$ cat config.mk
export PLATFORM = sky130hd
export DESIGN_NAME = decode_redirect_check
export DESIGN_NICKNAME = d
export VERILOG_FILES = /design/src/rtl/decode_redirect_pkg.sv /design/src/rtl/decode_redirect_ctrl.sv /design/src/rtl/decode_redirect_dp.sv /design/src/rtl/decode_redirect_check.sv
export SDC_FILE = /design/constraint.sdc
export NUM_CORES = 1
export LEC_CHECK = 0
export ABC_AREA = 1
export BUFFER_PORTS_ARGS = -buffer_cell sky130_fd_sc_hd__buf_4
export CORE_AREA = 2 2 291 293
export CTS_CLUSTER_SIZE = 30
export DETAILED_ROUTE_END_ITERATION = 10
export DIE_AREA = 0 0 293 295
export PLACE_DENSITY = 0.45
export SYNTH_ARGS = -nofsm -noshare
export SYNTH_HDL_FRONTEND = slang
export SYNTH_SLANG_ARGS = --single-unit
$ cat constraint.sdc
create_clock -name clk -period 4.4 [get_ports clk]
set_input_delay 0.22 -clock clk [delete_from_list [all_inputs] [get_ports clk]]
set_output_delay 0.22 -clock clk [all_outputs]
set_load 0.03 [all_outputs]
$ cat src/rtl/decode_redirect_pkg.sv
package decode_redirect_pkg;

  localparam int unsigned INSN_BYTES = 4;

  // Strobes issued by the lane-walk control toward the datapath.
  typedef struct packed {
    logic fire;         // a squash record is produced this cycle
    logic fromPending;  // record comes from the held per-thread deferral
    logic plusOne;      // squash point is branch number + 1
    logic capture;      // store the deferred branch for this thread
    logic ctrlFlag;     // a non-control lane was predicted taken
  } redirect_strobe_t;

endpackage

$ cat src/rtl/decode_redirect_ctrl.sv
module decode_redirect_ctrl
  import decode_redirect_pkg::*;
#(
  parameter int unsigned LANES      = 4,
  parameter int unsigned THREADS    = 2,
  parameter bit          DELAY_SLOT = 1'b0,
  localparam int unsigned LANE_W    = (LANES > 1) ? $clog2(LANES) : 1,
  localparam int unsigned TID_W     = (THREADS > 1) ? $clog2(THREADS) : 1,
  localparam int unsigned CINC_W    = $clog2(LANES + 1)
) (
  input  logic                  clk,
  input  logic                  rst_n,
  input  logic [LANES-1:0]      grpValid,
  input  logic [TID_W-1:0]      grpTid,
  input  logic [LANES-1:0]      laneTakenPred,
  input  logic [LANES-1:0]      laneIsCtrl,
  input  logic [LANES-1:0]      laneIsDirect,
  input  logic [LANES-1:0]      laneIsUncond,
  input  logic [LANES-1:0]      laneCondSlot,
  input  logic [LANES-1:0]      laneMiss,
  output redirect_strobe_t      strobe,
  output logic [LANE_W-1:0]     srcLane,
  output logic [LANE_W-1:0]     capLane,
  output logic [LANES-1:0]      fwdNext,
  output logic [CINC_W-1:0]     resolvedInc,
  output logic [CINC_W-1:0]     mispredInc
);

  logic [THREADS-1:0] pendValid;
  logic               pendHere;
  logic               halt;
  logic               deferHit;

  assign pendHere = pendValid[grpTid];

  // Walk lanes in order; stop after the lane that fires a squash.
  always_comb begin
    strobe      = '0;
    srcLane     = '0;
    capLane     = '0;
    fwdNext     = '0;
    resolvedInc = '0;
    mispredInc  = '0;
    halt        = 1'b0;
    deferHit    = 1'b0;
    for (int i = 0; i < LANES; i++) begin
      if (grpValid[i] && !halt) begin
        fwdNext[i] = 1'b1;
        if (pendHere) begin
          strobe.fire        = 1'b1;
          strobe.fromPending = 1'b1;
          strobe.plusOne     = 1'b1;
          halt               = 1'b1;
        end else if (deferHit) begin
          strobe.fire    = 1'b1;
          strobe.plusOne = 1'b1;
          srcLane        = capLane;
          halt           = 1'b1;
        end else begin
          if (laneTakenPred[i] && !laneIsCtrl[i]) strobe.ctrlFlag = 1'b1;
          if (laneIsDirect[i] && laneIsUncond[i]) begin
            resolvedInc = resolvedInc + CINC_W'(1);
            if (laneMiss[i]) begin
              mispredInc = mispredInc + CINC_W'(1);
              if (!DELAY_SLOT || (laneTakenPred[i] && laneCondSlot[i])) begin
                strobe.fire = 1'b1;
                srcLane     = LANE_W'(i);
                halt        = 1'b1;
              end else begin
                deferHit = 1'b1;
                capLane  = LANE_W'(i);
              end
            end
          end
        end
      end
    end
    strobe.capture = deferHit && !strobe.fire;
  end

  always_ff @(posedge clk) begin
    if (!rst_n) begin
      pendValid <= '0;
    end else if (strobe.capture) begin
      pendValid[grpTid] <= 1'b1;
    end else if (strobe.fire && strobe.fromPending) begin
      pendValid[grpTid] <= 1'b0;
    end
  end

  // A held deferral must be issued by the first group of its thread.
  assert_pend_issue_R10: assert property (@(posedge clk) disable iff (!rst_n)
    ((|grpValid) && pendValid[grpTid]) |-> (strobe.fire && strobe.fromPending));

  // After a held squash is issued the hold is gone on the next cycle.
  assert_pend_clear_R10: assert property (@(posedge clk) disable iff (!rst_n)
    (strobe.fire && strobe.fromPending) |=> !pendValid[$past(grpTid)]);

  // Deferral state exists only in the delay-slot variant.
  assert_pend_only_slot_R9: assert property (@(posedge clk) disable iff (!rst_n)
    (pendValid != '0) |-> DELAY_SLOT);

endmodule

$ cat src/rtl/decode_redirect_dp.sv
module decode_redirect_dp
  import decode_redirect_pkg::*;
#(
  parameter int unsigned LANES      = 4,
  parameter int unsigned THREADS    = 2,
  parameter int unsigned INFLIGHT   = 8,
  parameter int unsigned PC_W       = 32,
  parameter int unsigned SEQ_W      = 16,
  parameter int unsigned CNT_W      = 16,
  parameter bit          DELAY_SLOT = 1'b0,
  localparam int unsigned LANE_W    = (LANES > 1) ? $clog2(LANES) : 1,
  localparam int unsigned TID_W     = (THREADS > 1) ? $clog2(THREADS) : 1,
  localparam int unsigned CINC_W    = $clog2(LANES + 1)
) (
  input  logic                              clk,
  input  logic                              rst_n,
  input  redirect_strobe_t                  strobe,
  input  logic [LANE_W-1:0]                 srcLane,
  input  logic [LANE_W-1:0]                 capLane,
  input  logic [LANES-1:0]                  fwdNext,
  input  logic [CINC_W-1:0]                 resolvedInc,
  input  logic [CINC_W-1:0]                 mispredInc,
  input  logic [TID_W-1:0]                  grpTid,
  input  logic [LANES-1:0][PC_W-1:0]        lanePc,
  input  logic [LANES-1:0][PC_W-1:0]        laneNextPred,
  input  logic [LANES-1:0][PC_W-1:0]        laneTarget,
  input  logic [LANES-1:0][SEQ_W-1:0]       laneSeq,
  input  logic [INFLIGHT-1:0]               flValid,
  input  logic [INFLIGHT-1:0][TID_W-1:0]    flTid,
  input  logic [INFLIGHT-1:0][SEQ_W-1:0]    flSeq,
  output logic [LANES-1:0]                  laneMiss,
  output logic [LANES-1:0]                  fwdMask,
  output logic                              sqValid,
  output logic [TID_W-1:0]                  sqTid,
  output logic [SEQ_W-1:0]                  sqSeq,
  output logic [PC_W-1:0]                   sqNextPc,
  output logic [PC_W-1:0]                   sqFollowPc,
  output logic                              sqTaken,
  output logic                              ctrlMispred,
  output logic [INFLIGHT-1:0]               killMask,
  output logic [CNT_W-1:0]                  resolvedCount,
  output logic [CNT_W-1:0]                  mispredCount
);

  logic [SEQ_W-1:0] pendSeq [THREADS];
  logic [PC_W-1:0]  pendPc  [THREADS];
  logic [PC_W-1:0]  pendTgt [THREADS];

  logic [SEQ_W-1:0]    selSeq, pointSeq;
  logic [PC_W-1:0]     selPc, selTgt;
  logic [INFLIGHT-1:0] killNext;

  genvar g;
  generate
    for (g = 0; g < LANES; g++) begin : g_miss
      assign laneMiss[g] = laneTarget[g] != laneNextPred[g];
    end
  endgenerate

  always_comb begin
    if (strobe.fromPending) begin
      selSeq = pendSeq[grpTid];
      selPc  = pendPc[grpTid];
      selTgt = pendTgt[grpTid];
    end else begin
      selSeq = laneSeq[srcLane];
      selPc  = lanePc[srcLane];
      selTgt = laneTarget[srcLane];
    end
    pointSeq = selSeq + (strobe.plusOne ? SEQ_W'(1) : SEQ_W'(0));
  end

  generate
    if (DELAY_SLOT) begin : g_kill_stop
      // Flush from the front; the first same-thread survivor ends the flush.
      always_comb begin
        logic stopped;
        stopped  = 1'b0;
        killNext = '0;
        for (int j = 0; j < INFLIGHT; j++) begin
          if (strobe.fire && flValid[j] && flTid[j] == grpTid) begin
            if (!stopped && flSeq[j] > pointSeq) killNext[j] = 1'b1;
            else                                 stopped     = 1'b1;
          end
        end
      end
    end else begin : g_kill_all
      always_comb begin
        killNext = '0;
        for (int j = 0; j < INFLIGHT; j++) begin
          killNext[j] = strobe.fire && flValid[j] && flTid[j] == grpTid
                        && flSeq[j] > pointSeq;
        end
      end
    end
  endgenerate

  always_ff @(posedge clk) begin
    if (!rst_n) begin
      for (int t = 0; t < THREADS; t++) begin
        pendSeq[t] <= '0;
        pendPc[t]  <= '0;
        pendTgt[t] <= '0;
      end
    end else if (strobe.capture) begin
      pendSeq[grpTid] <= laneSeq[capLane];
      pendPc[grpTid]  <= lanePc[capLane];
      pendTgt[grpTid] <= laneTarget[capLane];
    end
  end

  always_ff @(posedge clk) begin
    if (!rst_n) begin
      fwdMask       <= '0;
      sqValid       <= 1'b0;
      sqTid         <= '0;
      sqSeq         <= '0;
      sqNextPc      <= '0;
      sqFollowPc    <= '0;
      sqTaken       <= 1'b0;
      ctrlMispred   <= 1'b0;
      killMask      <= '0;
      resolvedCount <= '0;
      mispredCount  <= '0;
    end else begin
      fwdMask       <= fwdNext;
      sqValid       <= strobe.fire;
      ctrlMispred   <= strobe.ctrlFlag;
      killMask      <= killNext;
      resolvedCount <= resolvedCount + CNT_W'(resolvedInc);
      mispredCount  <= mispredCount + CNT_W'(mispredInc);
      if (strobe.fire) begin
        sqTid      <= grpTid;
        sqSeq      <= pointSeq;
        sqNextPc   <= selTgt;
        sqFollowPc <= selTgt + PC_W'(INSN_BYTES);
        sqTaken    <= selTgt != selPc + PC_W'(INSN_BYTES);
      end
    end
  end

  // Kill marks only accompany a squash record.
  assert_kill_with_squash_R7: assert property (@(posedge clk) disable iff (!rst_n)
    (|killMask) |-> sqValid);

  // Every counted misprediction is also a counted resolution.
  assert_mispred_subset_R2: assert property (@(posedge clk) disable iff (!rst_n)
    !$stable(mispredCount) |-> !$stable(resolvedCount));

  // A squash record is produced only after a strobe asking for one.
  assert_squash_cause_R12: assert property (@(posedge clk) disable iff (!rst_n)
    !strobe.fire |=> !sqValid);

endmodule

$ cat src/rtl/decode_redirect_check.sv
module decode_redirect_check
  import decode_redirect_pkg::*;
#(
  parameter int unsigned LANES      = 4,
  parameter int unsigned THREADS    = 2,
  parameter int unsigned INFLIGHT   = 8,
  parameter int unsigned PC_W       = 32,
  parameter int unsigned SEQ_W      = 16,
  parameter int unsigned CNT_W      = 16,
  parameter bit          DELAY_SLOT = 1'b0,
  localparam int unsigned LANE_W    = (LANES > 1) ? $clog2(LANES) : 1,
  localparam int unsigned TID_W     = (THREADS > 1) ? $clog2(THREADS) : 1,
  localparam int unsigned CINC_W    = $clog2(LANES + 1)
) (
  input  logic                           clk,
  input  logic                           rst_n,
  input  logic [LANES-1:0]               grpValid,
  input  logic [TID_W-1:0]               grpTid,
  input  logic [LANES-1:0][PC_W-1:0]     lanePc,
  input  logic [LANES-1:0][PC_W-1:0]     laneNextPred,
  input  logic [LANES-1:0]               laneTakenPred,
  input  logic [LANES-1:0]               laneIsCtrl,
  input  logic [LANES-1:0]               laneIsDirect,
  input  logic [LANES-1:0]               laneIsUncond,
  input  logic [LANES-1:0]               laneCondSlot,
  input  logic [LANES-1:0][PC_W-1:0]     laneTarget,
  input  logic [LANES-1:0][SEQ_W-1:0]    laneSeq,
  input  logic [INFLIGHT-1:0]            flValid,
  input  logic [INFLIGHT-1:0][TID_W-1:0] flTid,
  input  logic [INFLIGHT-1:0][SEQ_W-1:0] flSeq,
  output logic [LANES-1:0]               fwdMask,
  output logic                           sqValid,
  output logic [TID_W-1:0]               sqTid,
  output logic [SEQ_W-1:0]               sqSeq,
  output logic [PC_W-1:0]                sqNextPc,
  output logic [PC_W-1:0]                sqFollowPc,
  output logic                           sqTaken,
  output logic                           ctrlMispred,
  output logic [INFLIGHT-1:0]            killMask,
  output logic [CNT_W-1:0]               resolvedCount,
  output logic [CNT_W-1:0]               mispredCount
);

  redirect_strobe_t    strobe;
  logic [LANE_W-1:0]   srcLane, capLane;
  logic [LANES-1:0]    fwdNext, laneMiss;
  logic [CINC_W-1:0]   resolvedInc, mispredInc;

  decode_redirect_ctrl #(
    .LANES(LANES), .THREADS(THREADS), .DELAY_SLOT(DELAY_SLOT)
  ) u_ctrl (
    .clk(clk), .rst_n(rst_n),
    .grpValid(grpValid), .grpTid(grpTid),
    .laneTakenPred(laneTakenPred), .laneIsCtrl(laneIsCtrl),
    .laneIsDirect(laneIsDirect), .laneIsUncond(laneIsUncond),
    .laneCondSlot(laneCondSlot), .laneMiss(laneMiss),
    .strobe(strobe), .srcLane(srcLane), .capLane(capLane),
    .fwdNext(fwdNext), .resolvedInc(resolvedInc), .mispredInc(mispredInc)
  );

  decode_redirect_dp #(
    .LANES(LANES), .THREADS(THREADS), .INFLIGHT(INFLIGHT), .PC_W(PC_W),
    .SEQ_W(SEQ_W), .CNT_W(CNT_W), .DELAY_SLOT(DELAY_SLOT)
  ) u_dp (
    .clk(clk), .rst_n(rst_n),
    .strobe(strobe), .srcLane(srcLane), .capLane(capLane),
    .fwdNext(fwdNext), .resolvedInc(resolvedInc), .mispredInc(mispredInc),
    .grpTid(grpTid), .lanePc(lanePc), .laneNextPred(laneNextPred),
    .laneTarget(laneTarget), .laneSeq(laneSeq),
    .flValid(flValid), .flTid(flTid), .flSeq(flSeq),
    .laneMiss(laneMiss), .fwdMask(fwdMask),
    .sqValid(sqValid), .sqTid(sqTid), .sqSeq(sqSeq),
    .sqNextPc(sqNextPc), .sqFollowPc(sqFollowPc), .sqTaken(sqTaken),
    .ctrlMispred(ctrlMispred), .killMask(killMask),
    .resolvedCount(resolvedCount), .mispredCount(mispredCount)
  );

endmodule

==> impl_metrics.yaml, run 1 <==
grt:
  number_of_antenna_violations_at_the_first_check_in_global_routing: 3
  grt_pass1_vias: 20100
  grt_max_degree: 52
  grt_use_total_pct: 21.0
  wire_length_of_the_first_global_routing_pass_microns: 133000
  grt_overflow_total: 0
die:
  die_x_microns: 293
  starting_density_pct: 18.7
  top_level_ports: 747
  rows: 106
  placeableCoreArea_sq_um: 83200
  die_height_microns: 295
  die_area_sq_um: 86400
route:
  viasPerCell: 4.31
  drt_first_iter_violations: 840
  detail-route-antenna-nets: 0
  totalWireLength_microns: 94500
  vias: 20600
  post_drt_wl_per_cell_microns: 19.8
  remaining_drc_errors: 0
  dr.pass1.iters: 6
worst_hold_path:
  hp-start: "laneTakenPred[3]"
  min_to: "u_dp.ctrlMispred"
  whs_path_depth: 3
  worstHoldPathType: "input port to flop"
placed_design:
  place.detailed.hpwl_microns: 82800
  detailedPlace.worstSlack_ns: -0.822
  final_wtd_congestion: 0.925
  buffer_ports.inserted: 742
critical_path:
  crit-reg2reg-capture: "u_dp.resolvedCount[14]"
  critical_path.reg2reg.startpoint: "u_ctrl.pendValid[0]"
  critPathKind: "input port to flop"
  start_kind: "input port"
  timing.critical_path.mode_cell: "sky130_fd_sc_hd__nand2_2"
  crit_arrival_ns: 4.51
  ff2ff_path_depth: 27
  worst_path_largest_cell_delay_ns: 0.33
  timing.reg2reg.setup_slack_ns: 0.26
  crit_fanout: 3
  cp-end-kind: "flop"
  critical_path_required_ns: 4.71
  critical-path-slowest-cell: "sky130_fd_sc_hd__ha_1"
clock_tree:
  tritoncts.num_buffers: 17
  cts_max_path_buffers: 2
  h-tree-depth: 4
  clk_root_buffer_cell: "sky130_fd_sc_hd__clkbuf_16"
  cts.sink_count: 128
  cts.reportedPaths.clkPinSlew_ns: 0.08
  clock_insertion_delay_worst_skew_ns: 0.45
  clock_tree_from_tritoncts: "yes"
power:
  power.switching_fraction_pct: 43.0
  leakage_uw: 0.0139
  fin_total_pwr_uw: 6540
  power.density_cell_area_nw_per_um2: 245
  share_seq_of_total_power_pct: 20.0
  pwr-share-comb_pct: 57.0
  power_report.internal_total_uw: 3730
  pwr-share-clk_pct: 22.9
  netSwitchingPower_uw: 2810
  peakVddDrop_uv: 277
sta:
  max_clock_freq_mhz: 238
  final_period_demand_of_the_worst_path_ns: 4.20
  finalHoldWorstSlack_ns: 0.0644
  fin_crit_sh_pct: 95.5
  max-slew-margin-rel_pct: 42.6
  worst_slack_ns: 0.197
  hold_violations: 0
  max_slew_violation_count: 0
  setup_viol: 0
  grt_setup_unrepaired: "true"
  setup_tns_ns: 0
  max_slew.worst_pin.slew_ns: 0.860
  finalClockSkew_ns: 0.0177
synth:
  synthFlopType: "sky130_fd_sc_hd__dfxtp_1"
  synth_nets: 3309
  synth_top_cell_by_area: "sky130_fd_sc_hd__nand2_1"
  seq_area_frac_synth_pct: 16.5
  fraction_of_registers_with_async_set_or_reset_after_synthesis_pct: 0
  ys_top_cells_by_area: "sky130_fd_sc_hd__nand2_1, sky130_fd_sc_hd__dfxtp_1, sky130_fd_sc_hd__ha_1"
  synth_cell_types: 63
  ys_seq_elements: 128
  netlist_top_cells_count: "sky130_fd_sc_hd__nand2_1, sky130_fd_sc_hd__inv_1, sky130_fd_sc_hd__nor2_1"
  netlist_instances: 2562
  netlist_area_sq_um: 15500
  yosys_warns: 0
  synth_enable_flop_cells: 0
  synth.most_common_cell: "sky130_fd_sc_hd__nand2_1"
  yosys.area.top_type_share_pct: 16.9
  syn_area_cell_sq_um: 6.06
flow_run:
  max-cap-violations: 0
final_layout:
  layout.core_utilization_pct: 32.1
  layout-drive-gt1-share_pct: 39.0
  final_nets: 4419
  area_grow_syn2layout_pct: 72.1
run_status:
  run_status: "complete, no violations"
layer usage:
metal	track usage, %	part of all wire (%)
met1	24.8	41
met5	0	0
met3	3.32	4.8
met2	39.5	52
met4	4.43	2.1
area by class of cell:
class                           count  area [sq um]
Timing Repair Buffer             1185          9230
Multi-Input combinational cell   2015         11700
Clock inverter                     15           186
Inverter                          325          1220
Sequential cell                   128          2560
Clock buffer                       17           425
Tap cell                         1080          1350
Antenna cell                        2          5.00
Fill cell                        9273         56400
sequential cells by signal, summed over array words and instances (netlist names):
signal / flops
u_dp.sqValid: 1
u_dp.fwdMask: 4
u_dp.sqSeq: 16
u_dp.killMask: 8
u_dp.sqFollowPc: 32
u_dp.sqTaken: 1
u_dp.ctrlMispred: 1
u_dp.sqTid: 1
u_dp.resolvedCount: 16
u_dp.mispredCount: 16
u_dp.sqNextPc: 30
u_ctrl.pendValid: 2
power groups by stage:
stage	Clock, uW	Combinational, uW	Sequential (uW)
after floorplan	0	1520	1520
after global placement	0	3700	1340
after detailed placement	0	3710	1340
after CTS	1560	3730	1310
after global routing	1590	4090	1320
final	1500	3730	1310
kinds of logic after synthesis:
kind of cell | after synthesis | synth area share (%)
AOI/OAI and AO/OA | 410 | 15.4
xor gates and xnor gates | 134 | 7.65
adders and majority gates | 130 | 10.6
buffers and inverters | 419 | 11.4
DFF | 128 | 16.5
muxes | 3 | 0.202
and+or+nand+nor | 1338 | 38.3
how the worst max path moves through the flow:
stage | slack, ns | start | depth (start not counted) | endpoint
2_1_floorplan | 0.14 | laneTarget[1] | 32 | u_dp.mispredCount[15]
3_3_place_gp | -0.76 | laneTarget[29] | 33 | u_dp.mispredCount[15]
3_5_place_dp | -0.82 | laneTarget[29] | 33 | u_dp.mispredCount[15]
4_1_cts | 0.007 | laneNextPred[31] | 31 | u_dp.mispredCount[15]
5_1_grt | -0.18 | laneNextPred[36] | 34 | u_dp.resolvedCount[14]
6_report | 0.20 | laneTarget[45] | 33 | u_dp.resolvedCount[14]
metrics by stage:
step           instance area (sq um)  std cells
6_report                       26700       4767
5_1_grt                        26700       4766
4_1_cts                        26100       4750
3_5_place_dp                   25400       4717
3_3_place_gp                   25400       4717
2_1_floorplan                  15500       2562
critical path, delay by kind of cell:
| family | cells | cell delay, ns |
|---|---|---|
| fa+ha+maj | 2 | 0.52 |
| buf+inv | 5 | 0.52 |
| xor+xnor | 2 | 0.30 |
| simple gates | 21 | 2.67 |
| compound gates | 3 | 0.28 |
cells in the final DEF, fill, tap and decap left out, types with 22 or more instances in the layout:
cell and instances:
sky130_fd_sc_hd__xor2_1 24, sky130_fd_sc_hd__o22ai_1 41, sky130_fd_sc_hd__nor2_2 39, sky130_fd_sc_hd__nor3_1 28, sky130_fd_sc_hd__buf_12 24, sky130_fd_sc_hd__nand4_1 28, sky130_fd_sc_hd__nor2_1 222, sky130_fd_sc_hd__nor2_4 22
sky130_fd_sc_hd__ha_1 120, sky130_fd_sc_hd__inv_1 283, sky130_fd_sc_hd__nand2_2 31, sky130_fd_sc_hd__buf_4 1154, sky130_fd_sc_hd__o21ai_0 147, sky130_fd_sc_hd__nand2_1 678, sky130_fd_sc_hd__dfxtp_1 126, sky130_fd_sc_hd__a21oi_1 102
sky130_fd_sc_hd__nand3_1 200, sky130_fd_sc_hd__xnor2_1 96, sky130_fd_sc_hd__o211ai_1 24, sky130_fd_sc_hd__inv_2 35
timing repair:
| item | CTS | global route |
|---|---|---|
| setup buffers | 0 | 15 |
| hold buffers | 1 | 0 |
| endpoints found under the hold margin | 1 | 0 |
| pin swaps | 2 | 58 |
| setup endpoints to repair | 10 | 20 |
| resized for setup | 15 | 110 |
(Power assumes the default switching activity.)
==> run 2: changes to the inputs <==
- ABC_AREA: 1 -> not set
- CORE_AREA: 2 2 291 293 -> 2 2 287 289
- DIE_AREA: 0 0 293 295 -> 0 0 289 291
- MAX_ROUTING_LAYER: not set -> met4
- PLACE_DENSITY: 0.45 -> 0.44
==> run 2 against run 1 <==
Via count down 5.7%. Setup slack worse by 0.19 ns. Die area down 2.7%. Final cell count down 13%. Clock power down 3%. Hold slack worse by 0.028 ns. Sequential share of layout area up 0.16 points. Clock-buffer cell count up 1. Synthesized area down 8.5%. Critical path depth down 12. Combinational power down 12%. Power down 7.7%. Largest cell class unchanged. Highest routed layer unchanged.
==> impl_metrics.yaml, run 2 <==
clock_tree:
  cts.hold.buffers_added: 0
  clock_tree_from_tritoncts: "yes"
  cts.sink_count: 128
  h-tree-depth: 4
  cts_max_path_buffers: 2
  clock_insertion_delay_worst_skew_ns: 0.45
  cts.reportedPaths.clkPinSlew_ns: 0.08
  clk_root_buffer_cell: "sky130_fd_sc_hd__clkbuf_16"
  tritoncts.num_buffers: 17
synth:
  synthFlopType: "sky130_fd_sc_hd__dfxtp_1"
  seq_area_frac_synth_pct: 18.0
  ys_seq_elements: 128
  synth_cell_types: 99
  syn_area_cell_sq_um: 7.80
  netlist_top_cells_count: "sky130_fd_sc_hd__nand2_1, sky130_fd_sc_hd__xnor2_1, sky130_fd_sc_hd__nor2_1"
  yosys_warns: 0
  netlist_instances: 1820
  fraction_of_registers_with_async_set_or_reset_after_synthesis_pct: 0
  synth_enable_flop_cells: 0
  synth_nets: 2567
  netlist_area_sq_um: 14200
  synth_top_cell_by_area: "sky130_fd_sc_hd__dfxtp_1"
  synth.most_common_cell: "sky130_fd_sc_hd__nand2_1"
  yosys.area.top_type_share_pct: 18.0
  ys_top_cells_by_area: "sky130_fd_sc_hd__dfxtp_1, sky130_fd_sc_hd__ha_1, sky130_fd_sc_hd__xnor2_1"
final_layout:
  largest_register_ffs: 32
  final_nets: 3769
  number_of_inserted_filler_cells_in_the_final_layout: 8874
  layoutNonFillerInstCount: 4130
  layout-drive-gt1-share_pct: 47.9
  area_grow_syn2layout_pct: 84.8
  biggestRegsByFlops: "u_dp.sqFollowPc (32), u_dp.sqNextPc (30)"
  max_flop_register: "u_dp.sqFollowPc"
  final_common_cell: "sky130_fd_sc_hd__buf_4"
  highest_count_cells_in_the_layout_ignoring_fill_and_taps: "sky130_fd_sc_hd__buf_4, sky130_fd_sc_hd__nand2_1, sky130_fd_sc_hd__xnor2_1"
grt:
  grt_pass1_vias: 19600
  number_of_antenna_violations_at_the_first_check_in_global_routing: 26
  grt_overflow_total: 0
  grt_use_total_pct: 26.1
  wire_length_of_the_first_global_routing_pass_microns: 149000
  grt_max_degree: 44
power:
  peakVddDrop_uv: 237
  pwr-share-clk_pct: 24.0
  power_report.internal_total_uw: 3650
  power.density_cell_area_nw_per_um2: 230
  leakage_uw: 0.0122
  power.switching_fraction_pct: 39.6
  pwr-share-comb_pct: 54.6
  netSwitchingPower_uw: 2390
  share_seq_of_total_power_pct: 21.4
critical_path:
  timing.critical_path.cells: "buf_4 > xnor2_4 > nand4_1 > nor4_4 > buf_4 > a21o_1 > buf_6 > buf_8 > nand3_2 > buf_12 > buf_4 > buf_12 > o22ai_1 > a31oi_2 > xnor2_1 > nand4_1 > a21oi_1 > mux2i_1 > nor4b_4 > nand4_1 > o221a_1"
  crit-reg2reg-capture: "u_dp.mispredCount[9]"
  crit_arrival_ns: 4.73
  cp.buffers_inverters: 7
  critical-path-slowest-cell: "sky130_fd_sc_hd__nor4_4"
  critical_path_required_ns: 4.73
  critPathKind: "input port to flop"
  ff2ff_path_depth: 21
  cpLargestDelayFamily: "simple AND/OR/NAND/NOR gates"
  timing.reg2reg.setup_slack_ns: 0.24
  worst_path_largest_cell_delay_ns: 0.48
  critical_path.reg2reg.startpoint: "u_ctrl.pendValid[0]"
  start_kind: "input port"
  setup.worst_path.start: "laneNextPred[27]"
  cp-end-kind: "flop"
  crit_fanout: 15
route:
  detail-route-antenna-nets: 0
  dr.pass1.iters: 5
  totalWireLength_microns: 112000
  remaining_drc_errors: 0
  post_drt_wl_per_cell_microns: 27.1
  drt_first_iter_violations: 1293
  vias: 19400
  viasPerCell: 4.69
sta:
  max_slew_violation_count: 0
  max_clock_freq_mhz: 228
  grt_setup_unrepaired: "true"
  fin_crit_sh_pct: 99.8
  hold_violations: 0
  max_slew.worst_pin.slew_ns: 0.896
  finalClockSkew_ns: 0.0217
  max-slew-margin-rel_pct: 40.2
  setup_viol: 0
  final_period_demand_of_the_worst_path_ns: 4.39
  worst_slack_ns: 0.00825
placed_design:
  buffer_ports.inserted: 742
  final_wtd_congestion: 0.984
  place.detailed.hpwl_microns: 98000
  post-place-cells: 4052
  detailedPlace.worstSlack_ns: -1.32
die:
  die_area_sq_um: 84100
  die_x_microns: 289
  placeableCoreArea_sq_um: 81200
  rows: 105
  die_height_microns: 291
  top_level_ports: 747
  starting_density_pct: 17.5
flow_run:
  max-cap-violations: 0
worst_hold_path:
  hp-start: "flValid[3]"
  whs_path_depth: 3
  worstHoldPathType: "input port to flop"
  min_to: "u_dp.killMask[3]"
run_status:
  run_status: "complete, no violations"
## run 2: cell types whose count changed after synthesis, sizes merged, moves of 24 or more
cell	change
xor2	+77
a21o	+29
nor2b	+24
nand3	-156
or3	+27
nand2b	+26
nand4	+26
inv	-285
o21ai	-90
nand2	-534
xnor2	+35
a211oi	+27
nor4	+33
nor2	-144
## run 2: how the worst max path moves through the flow
stage | end | slack [ns] | cells after the start
after detailed placement | u_dp.sqTaken | -1.32 | 20
after global routing | u_dp.sqTaken | -0.05 | 22
final | u_dp.sqTaken | 0.008 | 21
after floorplan | u_dp.sqTaken | 0.005 | 21
after CTS | u_dp.sqTaken | -0.006 | 20
after global placement | u_dp.sqTaken | -1.29 | 20
## run 2: cell families (layout without fill, tap and decap cells)
family                   after synthesis  after routing  share of synthesized area [%]
other                                  0             25                              0
XOR/XNOR                             245            245                           15.1
buffers and inverters                130           1345                           4.40
multiplexers                          21             21                           1.63
AND/OR/NAND/NOR                      678            678                           24.8
AO/OA/AOI/OAI                        474            474                           23.5
flip-flops                           128            128                           18.0
adder cells (fa/ha/maj)              144            144                           12.6
## run 2: through the flow
| step | cell area, sq um | TNS, ns | utilization [%] | hold WS (ns) | total power, uW |
|---|---|---|---|---|---|
| 6_report | 26300 | 0 | 32.3 | 0.0362 | 6040 |
| 2_1_floorplan | 14200 | 0 | - | 0.356 | 2630 |
| 4_1_cts | 25500 | -0.00556 | 31.4 | 0.0133 | 6000 |
| 3_5_place_dp | 24800 | -43.30 | 30.6 | 0.444 | 4500 |
| 5_1_grt | 26200 | -0.0600 | 32.3 | 0.0417 | 6350 |
| 3_3_place_gp | 24800 | -40.40 | 30.6 | 0.438 | 4510 |
## run 2: layout make-up
cell class              instances  area (sq um)  share of cell area, %
repair buffers               1279          9990                   38.0
inverters                      34           128                  0.486
diodes                         25          62.6                  0.238
clock buffers                  18           429                   1.63
flip-flops and latches        128          2560                   9.76
clock inverters                14           145                  0.553
well taps                    1070          1340                   5.10
multi-input cells            1562         11600                   44.2
## run 2: worst register-to-register path: stages, from the launching register on
cell	delay [ns]
sky130_fd_sc_hd__dfxtp_1	0.33
sky130_fd_sc_hd__mux2_4	0.38
sky130_fd_sc_hd__or2_2	0.38
sky130_fd_sc_hd__a21oi_4	0.18
sky130_fd_sc_hd__ha_1	0.26
sky130_fd_sc_hd__a31oi_1	0.18
sky130_fd_sc_hd__a31oi_1	0.09
sky130_fd_sc_hd__ha_1	0.29
sky130_fd_sc_hd__nand3_1	0.07
sky130_fd_sc_hd__a21oi_2	0.17
sky130_fd_sc_hd__ha_1	0.25
sky130_fd_sc_hd__nand2_1	0.06
sky130_fd_sc_hd__nand2_1	0.15
sky130_fd_sc_hd__ha_1	0.32
sky130_fd_sc_hd__a21o_1	0.16
sky130_fd_sc_hd__a21oi_1	0.16
sky130_fd_sc_hd__nor2b_1	0.06
sky130_fd_sc_hd__buf_4	0.15
sky130_fd_sc_hd__buf_4	0.14
sky130_fd_sc_hd__nand2_1	0.07
sky130_fd_sc_hd__xor2_1	0.15
sky130_fd_sc_hd__nor2_1	0.05
## run 2: repair_timing
item / CTS / global route
pin swaps: 7 / 29
buffers inserted: 3 / 17
hold endpoints to repair: 0 / 0
gates resized for setup: 24 / 91
setup endpoints to repair: 49 / 30
gates cloned: 0 / 3
## run 2: metal layers
metal  global-route usage (%)  part of all wire [%]  vias to the layer above
met5                        -                     0                        -
met2                     46.1                    50                      798
met1                     30.1                    41                     9283
met4                     2.97                   1.4                        0
li1                         -                     -                     9231
met3                     6.89                   8.3                       64
## run 2: power by group through the flow
stage / Sequential [uW] / Clock (uW) / Combinational, uW
CTS: 1290 / 1490 / 3210
global route: 1300 / 1530 / 3520
global placement: 1320 / 0 / 3190
detailed placement: 1320 / 0 / 3180
floorplan: 1480 / 0 / 1150
finish: 1290 / 1450 / 3290
==> run 3: changes to the inputs <==
- PLACE_DENSITY: 0.44 -> 0.43
- clock period: 4.4 -> 4.15 ns (I/O delays scaled with it)
==> run 3 against run 2 <==
The flow now finishes with violations (setup timing). Sequential share of layout area is 0.28 points lower. Hold slack better by 0.016 ns. Die area unchanged. Power grew 9.2%. Sequential power up 7%. Critical path depth up 7. Clock skew fell by 0.0091 ns. Combinational power is 11% higher. Wire length increased by 7.8%. First-iteration DRC count up 0.85%. Setup slack got worse by 0.026 ns. Critical path type unchanged.
==> impl_metrics.yaml, run 3 (synthesis gave the netlist of run 2 again) <==
sta:
  finalHoldWorstSlack_ns: 0.0522
  max-slew-margin-rel_pct: 30.9
  setup_viol: 2
  setup_tns_ns: -0.0302
  finalClockSkew_ns: 0.0126
  fin_crit_sh_pct: 100
  max_clock_freq_mhz: 240
  hold_violations: 0
  grt_setup_unrepaired: "true"
  worst_slack_ns: -0.0180
  max_slew_violation_count: 0
  max_slew.worst_pin.slew_ns: 1.04
  final_period_demand_of_the_worst_path_ns: 4.17
run_status:
  run_status: "finished, violations left"
  failed_checks: "setup timing"
final_layout:
  layout-drive-gt1-share_pct: 50.9
  layoutNonFillerInstCount: 4169
  regArea_sq_um: 2560
  max_flop_register: "u_dp.sqFollowPc"
  layout.core_utilization_pct: 33.3
  final_common_cell: "sky130_fd_sc_hd__buf_4"
  multiInputGateArea_sq_um: 12000
  final_nets: 3818
  highest_count_cells_in_the_layout_ignoring_fill_and_taps: "sky130_fd_sc_hd__buf_4, sky130_fd_sc_hd__nand2_1, sky130_fd_sc_hd__xnor2_1"
  area_grow_syn2layout_pct: 90.2
  number_of_inserted_filler_cells_in_the_final_layout: 8779
  largest_register_ffs: 32
  biggestRegsByFlops: "u_dp.sqFollowPc (32), u_dp.sqNextPc (30)"
critical_path:
  ff2ff_path_depth: 16
  crit_fanout: 4
  timing.reg2reg.setup_slack_ns: 0.16
  crit-reg2reg-capture: "u_dp.sqTaken"
  critPathKind: "input port to flop"
  crit_arrival_ns: 4.51
  cp-end-kind: "flop"
  setup.worst_path.start: "laneTarget[64]"
  critical_path_required_ns: 4.49
  critical_path.reg2reg.startpoint: "u_ctrl.pendValid[1]"
  start_kind: "input port"
die:
  rows: 105
  die_x_microns: 289
  die_height_microns: 291
  top_level_ports: 747
  die_area_sq_um: 84100
  starting_density_pct: 17.5
  placeableCoreArea_sq_um: 81200
route:
  drt_first_iter_violations: 1304
  detail-route-antenna-nets: 0
  totalWireLength_microns: 121000
  dr.pass1.iters: 5
  remaining_drc_errors: 0
  vias: 19900
  viasPerCell: 4.76
  post_drt_wl_per_cell_microns: 28.9
grt:
  number_of_antenna_violations_at_the_first_check_in_global_routing: 16
  grt_pass1_vias: 21000
  grt_max_degree: 69
  wire_length_of_the_first_global_routing_pass_microns: 161000
  grt_overflow_total: 0
  grt_use_total_pct: 28.3
clock_tree:
  cts_max_path_buffers: 2
  cts.reportedPaths.clkPinSlew_ns: 0.07
  cts.sink_count: 128
  tritoncts.num_buffers: 17
  clock_insertion_delay_worst_skew_ns: 0.45
  clk_root_buffer_cell: "sky130_fd_sc_hd__clkbuf_16"
  clock_tree_from_tritoncts: "yes"
  h-tree-depth: 4
power:
  peakVddDrop_uv: 225
  power.density_cell_area_nw_per_um2: 244
  leakage_uw: 0.0125
flow_run:
  max-cap-violations: 0
placed_design:
  final_wtd_congestion: 0.962
  place.detailed.hpwl_microns: 106000
  buffer_ports.inserted: 742
  detailedPlace.worstSlack_ns: -0.975
  post-place-cells: 4088
worst_hold_path:
  whs_path_depth: 3
  worstHoldPathType: "input port to flop"
  min_to: "u_dp.killMask[3]"
  hp-start: "flValid[3]"
-- run 3: worst max-delay path: stages --
cell                        delay (ns)
sky130_fd_sc_hd__buf_4            0.16
sky130_fd_sc_hd__xor2_1           0.15
sky130_fd_sc_hd__nor4_2           0.39
sky130_fd_sc_hd__buf_4            0.19
sky130_fd_sc_hd__nand4_1          0.13
sky130_fd_sc_hd__buf_6            0.18
sky130_fd_sc_hd__o21ai_4          0.23
sky130_fd_sc_hd__buf_6            0.15
sky130_fd_sc_hd__buf_12           0.09
sky130_fd_sc_hd__a2111oi_4        0.05
sky130_fd_sc_hd__buf_4            0.17
sky130_fd_sc_hd__mux2i_1          0.13
sky130_fd_sc_hd__o21ai_2          0.29
sky130_fd_sc_hd__nand2_2          0.16
sky130_fd_sc_hd__buf_4            0.18
sky130_fd_sc_hd__ha_1             0.28
sky130_fd_sc_hd__nor2b_1          0.13
sky130_fd_sc_hd__o21a_1           0.16
sky130_fd_sc_hd__o21ai_1          0.12
sky130_fd_sc_hd__nand2b_1         0.08
sky130_fd_sc_hd__a21oi_2          0.11
sky130_fd_sc_hd__nor2b_1          0.05
sky130_fd_sc_hd__o21ai_1          0.12
sky130_fd_sc_hd__nand2b_1         0.07
sky130_fd_sc_hd__a21oi_1          0.15
sky130_fd_sc_hd__buf_4            0.14
sky130_fd_sc_hd__o221ai_1         0.10
sky130_fd_sc_hd__o311a_1          0.12
-- run 3: layout make-up --
| type | instances | share of cell area (%) |
|---|---|---|
| diodes | 15 | 0.139 |
| clock buffers | 18 | 1.59 |
| clock inverters | 14 | 0.579 |
| inverters | 34 | 0.472 |
| multi-input cells | 1562 | 44.6 |
| flip-flops and latches | 128 | 9.48 |
| well taps | 1070 | 4.95 |
| repair buffers | 1328 | 38.2 |
-- run 3: repair_timing --
action                                  CTS  global route
hold buffers                              1             0
endpoints found under the setup margin   39            48
setup buffers                            13            18
cloned                                    1             1
endpoints found under the hold margin     1             0
pin swaps                                 9            38
resized for setup                        43           130
-- run 3: how the worst max path moves through the flow --
stage                     cells after the start  slack [ns]          endpoint
after detailed placement                     19       -0.97      u_dp.sqTaken
after CTS                                    28       0.001  u_dp.killMask[4]
after global placement                       18       -0.94      u_dp.sqTaken
final                                        28       -0.02  u_dp.killMask[4]
after global routing                         20       -0.18      u_dp.sqTaken
after floorplan                              20       -0.02  u_dp.killMask[3]
-- run 3: routing by layer --
| metal | vias to the layer above | share of wire, % | global-route usage [%] |
|---|---|---|---|
| met5 | - | 0 | - |
| met4 | 0 | 2.0 | 5.22 |
| met3 | 93 | 7.9 | 6.72 |
| met2 | 857 | 49 | 48.6 |
| met1 | 9605 | 41 | 33.5 |
| li1 | 9310 | - | - |
-- run 3: report_power, final --
group / switching, uW / total, uW / internal (uW) / leakage [uW]
Clock: 678 / 1570 / 893 / 0.000279
Combinational: 1880 / 3650 / 1760 / 0.0112
Sequential: 56.9 / 1380 / 1320 / 0.00105
Total: 2620 / 6590 / 3970 / 0.0125
-- run 3: per-stage QoR --
step | total power, uW | instance area [sq um]
detailed placement | 4870 | 25200
global placement | 4860 | 25200
global route | 6960 | 27000
CTS | 6530 | 26100
floorplan | 2830 | 14500
finish | 6590 | 27000
